**src/rtl/clkout_pkg.sv**
```systemverilog
package clkout_pkg;

    // Rate selection seen on cfg_slow
    typedef enum logic {
        RATE_FAST = 1'b0,
        RATE_SLOW = 1'b1
    } rate_e;

    // Registered output-side state of the top level
    typedef struct packed {
        logic level;   // square-wave level
        logic wrap;    // wrap seen on previous edge
        logic irq;     // interrupt request pulse
    } pin_state_t;

endpackage

```
**src/rtl/clkout_prescaler.sv**
```systemverilog
module clkout_prescaler #(
    parameter int FAST_DIV = 1,
    parameter int SLOW_DIV = 2
) (
    input  logic clk,
    input  logic rst_n,
    input  logic enable,
    input  logic slow,
    output logic tick
);
    import clkout_pkg::*;

    localparam int MAXD = (SLOW_DIV > FAST_DIV) ? SLOW_DIV : FAST_DIV;
    localparam int PW   = (MAXD > 1) ? $clog2(MAXD) : 1;
    localparam logic [PW-1:0] FAST_LAST = PW'(FAST_DIV - 1);
    localparam logic [PW-1:0] SLOW_LAST = PW'(SLOW_DIV - 1);

    typedef struct packed {
        logic [PW-1:0] phase;
    } pre_t;

    pre_t pre_d, pre_q;
    logic [PW-1:0] last;

    always_comb begin
        pre_d = pre_q;
        tick  = 1'b0;
        last  = (rate_e'(slow) == RATE_SLOW) ? SLOW_LAST : FAST_LAST;
        if (!enable) begin
            pre_d.phase = '0;
        end else if (pre_q.phase >= last) begin
            pre_d.phase = '0;
            tick        = 1'b1;
        end else begin
            pre_d.phase = pre_q.phase + PW'(1);
        end
    end

    always_ff @(posedge clk or negedge rst_n) begin
        if (!rst_n) pre_q <= '0;
        else        pre_q <= pre_d;
    end

endmodule

```
**src/rtl/clkout_counter.sv**
```systemverilog
module clkout_counter #(
    parameter int CNT_W = 16
) (
    input  logic             clk,
    input  logic             rst_n,
    input  logic             tick,
    input  logic             reload_wr,
    input  logic [CNT_W-1:0] reload_val,
    output logic             wrap
);

    typedef struct packed {
        logic [CNT_W-1:0] cnt;     // running count
        logic [CNT_W-1:0] reload;  // value loaded at the next wrap
    } ctr_t;

    localparam ctr_t CTR_RESET = '{cnt: '1, reload: '0};

    ctr_t ctr_d, ctr_q;

    always_comb begin
        ctr_d = ctr_q;
        wrap  = 1'b0;
        if (tick) begin
            if (ctr_q.cnt == '1) begin
                ctr_d.cnt = ctr_q.reload;
                wrap      = 1'b1;
            end else begin
                ctr_d.cnt = ctr_q.cnt + CNT_W'(1);
            end
        end
        // a write lands in the holding register; the count picks it up on the next wrap
        if (reload_wr) ctr_d.reload = reload_val;
    end

    always_ff @(posedge clk or negedge rst_n) begin
        if (!rst_n) ctr_q <= CTR_RESET;
        else        ctr_q <= ctr_d;
    end

endmodule

```
**src/rtl/clkout_gen.sv**
```systemverilog
module clkout_gen #(
    parameter int CNT_W    = 16,
    parameter int FAST_DIV = 1,
    parameter int SLOW_DIV = 2
) (
    input  logic             clk,
    input  logic             rst_n,
    input  logic             cfg_evt_count,
    input  logic             cfg_out_en,
    input  logic             cfg_run,
    input  logic             cfg_slow,
    input  logic             reload_wr,
    input  logic [CNT_W-1:0] reload_val,
    output logic             clk_out,
    output logic             ovf_pulse,
    output logic             irq_req
);
    import clkout_pkg::*;

    localparam pin_state_t PIN_RESET = '{level: 1'b1, wrap: 1'b0, irq: 1'b0};

    logic       run_en;
    logic       tick;
    logic       wrap;
    pin_state_t pin_d, pin_q;

    assign run_en = cfg_run & ~cfg_evt_count;

    clkout_prescaler #(
        .FAST_DIV (FAST_DIV),
        .SLOW_DIV (SLOW_DIV)
    ) u_pre (
        .clk    (clk),
        .rst_n  (rst_n),
        .enable (run_en),
        .slow   (cfg_slow),
        .tick   (tick)
    );

    clkout_counter #(
        .CNT_W (CNT_W)
    ) u_ctr (
        .clk        (clk),
        .rst_n      (rst_n),
        .tick       (tick),
        .reload_wr  (reload_wr),
        .reload_val (reload_val),
        .wrap       (wrap)
    );

    always_comb begin
        pin_d      = pin_q;
        pin_d.wrap = wrap;
        pin_d.irq  = wrap & ~cfg_out_en;
        if (wrap && cfg_out_en) pin_d.level = ~pin_q.level;
    end

    always_ff @(posedge clk or negedge rst_n) begin
        if (!rst_n) pin_q <= PIN_RESET;
        else        pin_q <= pin_d;
    end

    assign clk_out   = cfg_out_en ? pin_q.level : 1'b1;
    assign ovf_pulse = pin_q.wrap;
    assign irq_req   = pin_q.irq;

endmodule

```
**config.mk**
```make
export PLATFORM = sky130hd
export DESIGN_NAME = clkout_gen
export DESIGN_NICKNAME = d
export VERILOG_FILES = /design/src/rtl/clkout_pkg.sv /design/src/rtl/clkout_prescaler.sv /design/src/rtl/clkout_counter.sv /design/src/rtl/clkout_gen.sv
export SDC_FILE = /design/constraint.sdc
export NUM_CORES = 1
export LEC_CHECK = 0
export CAP_MARGIN = 15
export CORE_MARGIN = 10
export CORE_UTILIZATION = 57
export DETAILED_ROUTE_END_ITERATION = 16
export PLACE_DENSITY = 0.83
export SLEW_MARGIN = 20
export SYNTH_ARGS = -nofsm -noshare
export SYNTH_HDL_FRONTEND = slang
export SYNTH_SLANG_ARGS = --single-unit
```
**constraint.sdc**
```tcl
create_clock -name clk -period 3.2 [get_ports clk]
set_input_delay 0.48 -clock clk [delete_from_list [all_inputs] [get_ports clk]]
set_output_delay 0.48 -clock clk [all_outputs]
set_load 0.005 [all_outputs]
```
==> flow_summary.json <==
{
  "ys_ff_latch": 36,
  "instances_no_fill": 226,
  "whs_path_depth": 1,
  "synth.most_common_cell": "dfrtp_1",
  "die_w_um": 76.1,
  "peakVddDrop_mv": 0.290,
  "hold_class": "register to register",
  "critPathBufInv": 0,
  "drtIter0Drc": 80,
  "num_vias": 1353,
  "dieArea_mm2": 0.00580,
  "crit_fanout": 10,
  "outcome": "completed",
  "yosysTopAreaCellShare_pct": 26.5,
  "finalSetupTns_ps": 0,
  "cts-buffers-inserted": 5,
  "gp_congestion": 0.765,
  "nets": 205,
  "static-leakage-power_uw": 0.000838,
  "postSynth.asyncResetShare_pct": 100,
  "drc": 0,
  "grt_max_degree": 37,
  "num_rows": 20,
  "maxSlewHeadroom_pct": 47.6,
  "cts_hold_buf": 0,
  "wl_per_cell_um": 16.9,
  "cts_resized": 0,
  "drv_cap": 0,
  "syn_area_mm2": 0.00180,
  "fillers": 219,
  "cp-start-kind": "register",
  "critPathMostFrequentCell": "and4_1",
  "synthDistinctLibCells": 42,
  "tritoncts": "done",
  "htreeDepth": 2,
  "end_kind": "register",
  "drtAntennaViolNets": 0,
  "post-cts-setup-buffers": 0,
  "crit_cells": 4,
  "core_area_mm2": 0.00303,
  "cp_top_family": "simple AND/OR/NAND/NOR gates",
  "crit_required_ps": 3470,
  "routed_wl_mm": 3.82,
  "placed_cells": 218,
  "tightest_slew_ps": 783,
  "clk_pin_slew_worst_paths_ps": 100,
  "crit_chain": "and4_1, and4_1, mux2i_1, o21ai_1",
  "cts-root-buf": "clkbuf_4",
  "antenna_found_initial": 0,
  "critPathMaxStageDelay_ps": 610,
  "synth_area_leaders": "dfrtp_1 (26%), dfstp_2 (25%), mux2_2 (11%), a21oi_1 (3.6%), mux2i_1 (2.8%)",
  "grt_util_all_layers_pct": 13.7,
  "r2r_cells": 4,
  "io_buffers": 25,
  "postSynthAreaPerCell_um2": 11.7,
  "syn_nets": 178,
  "drv_slew": 0,
  "slowest_stage": "dfstp_2",
  "ys_warn_count": 0,
  "first_pass_iters": 4,
  "finalPower_uw": 965,
  "cp_data_arrival_time_ps": 2310,
  "rsz0062_at_grt": "false",
  "die_y_um": 76.1,
  "power_density_mw_per_mm2": 455,
  "ys_seq_area_share_pct": 51.3,
  "drive_gt1_share_pct": 28.0,
  "hold_slack_ps": 489,
  "setup_violations": 0,
  "fmax_mhz": 488,
  "skew_ps": 5.97,
  "grt_pass1_wl_mm": 6.53,
  "synth_top_area_cell": "dfrtp_1",
  "cts.path.max_buffers": 2,
  "synthFlopType": "dfrtp_1",
  "grt_pass1_vias": 1367,
  "io_pins": 26,
  "synth_common_cells": "dfrtp_1 (19), mux2_2 (18), dfstp_2 (17), a21oi_1 (13), nand3_1 (10)",
  "diodes": 0,
  "finalHoldViolations": 0,
  "cts.sinks": 36,
  "syn_to_final_growth_pct": 17.9,
  "clkLatencyLatePin_ps": 340,
  "via_per_inst": 5.99,
  "timing_worst_setup_path_type": "register to register",
  "grt_overflow_total": 0,
  "min_period_ps": 2050,
  "synth-edff-count": 0,
  "finalCritPeriodShare_pct": 64.0,
  "post-dp-hpwl_mm": 2.80,
  "synthCells": 154,
  "start_util_pct": 59.3
}
[worst reg2reg max path, delay by kind of cell (launching register included)]
family             cells  cell delay [ps]
AOI/OAI and AO/OA      1               90
and+or+nand+nor        2              990
muxes                  1              300
DFF                    1              610
[registers in the layout (all words and copies together) (netlist names)]
register     cells
pin_q            1
u_pre.pre_q      1
ovf_pulse        1
irq_req          1
u_ctr.ctr_q     32
[cell usage in the layout (no fill, tap or decap), types with 2 or more instances in the layout]
master           instances
inv_1                    2
nand2b_1                 2
mux2_2                  18
clkbuf_4                 5
dfstp_2                 17
o2bb2ai_1                3
nand3_1                 10
or4_1                    2
nand4_1                  6
nand4_4                  2
and3_2                   2
a2bb2oi_1                2
mux2i_1                  5
nand2_1                  8
nor3_1                   3
clkbuf_1                 2
o21ai_0                  3
clkdlybuf4s50_1         25
a21oi_1                 13
and4_1                   5
nor2_1                   7
dfrtp_1                 19
[final cells by class]
| class | count | area (um2) | share of cell area [%] |
|---|---|---|---|
| Multi-Input combinational cell | 110 | 817 | 38.6 |
| Sequential cell | 36 | 922 | 43.5 |
| Inverter | 2 | 7.51 | 0.354 |
| Clock buffer | 8 | 58.8 | 2.78 |
| Timing Repair Buffer | 26 | 258 | 12.2 |
| Tap cell | 44 | 55.1 | 2.60 |
[metal layers]
| metal | routed length, um | share of wire, % | GRT usage, % |
|---|---|---|---|
| met5 | 0 | 0 | 0 |
| met4 | 80 | 2.1 | 6.32 |
| met3 | 182 | 4.8 | 4.48 |
| met2 | 1920 | 50 | 22.3 |
| met1 | 1640 | 43 | 15.9 |
[power by group]
| part | internal [uW] | switching [uW] | total (uW) |
|---|---|---|---|
| sequential | 523 | 49.3 | 573 |
| clock | 108 | 140 | 248 |
| combinational | 77.1 | 66.6 | 144 |
[metrics by stage]
step | cell area, um2 | setup slack [ps] | util (%)
6_report | 2120 | 1150 | 70.0
5_1_grt | 2120 | 1110 | 70.0
4_1_cts | 2120 | 1180 | 70.0
3_5_place_dp | 2060 | 1100 | 68.0
3_3_place_gp | 2060 | 1160 | 68.0
2_1_floorplan | 1800 | 1590 | -
[logic make-up (layout without fill, tap and decap cells)]
logic type      count (synthesis)  count (layout)  synth area share [%]
fa+ha+maj                       1               1                 0.696
compound gates                 31              31                  11.3
buf+inv                         8              36                  3.20
xor+xnor                        1               1                 0.488
simple gates                   54              54                  18.9
flops                          36              36                  51.3
mux                            23              23                  14.1
[final timing paths]
kind,startpoint,to,slack (ps)
max in group asynchronous,rst_n,u_ctr.ctr_q[19],2300
setup reg to reg,u_ctr.ctr_q[19],u_ctr.ctr_q[17],1150
setup / recovery,u_ctr.ctr_q[19],u_ctr.ctr_q[17],1150
min in group asynchronous,rst_n,u_ctr.ctr_q[6],550
hold reg to reg,pin_q[2],pin_q[2],490
hold / removal,pin_q[2],pin_q[2],490
Note: power is estimated with default switching activity, not from simulation.
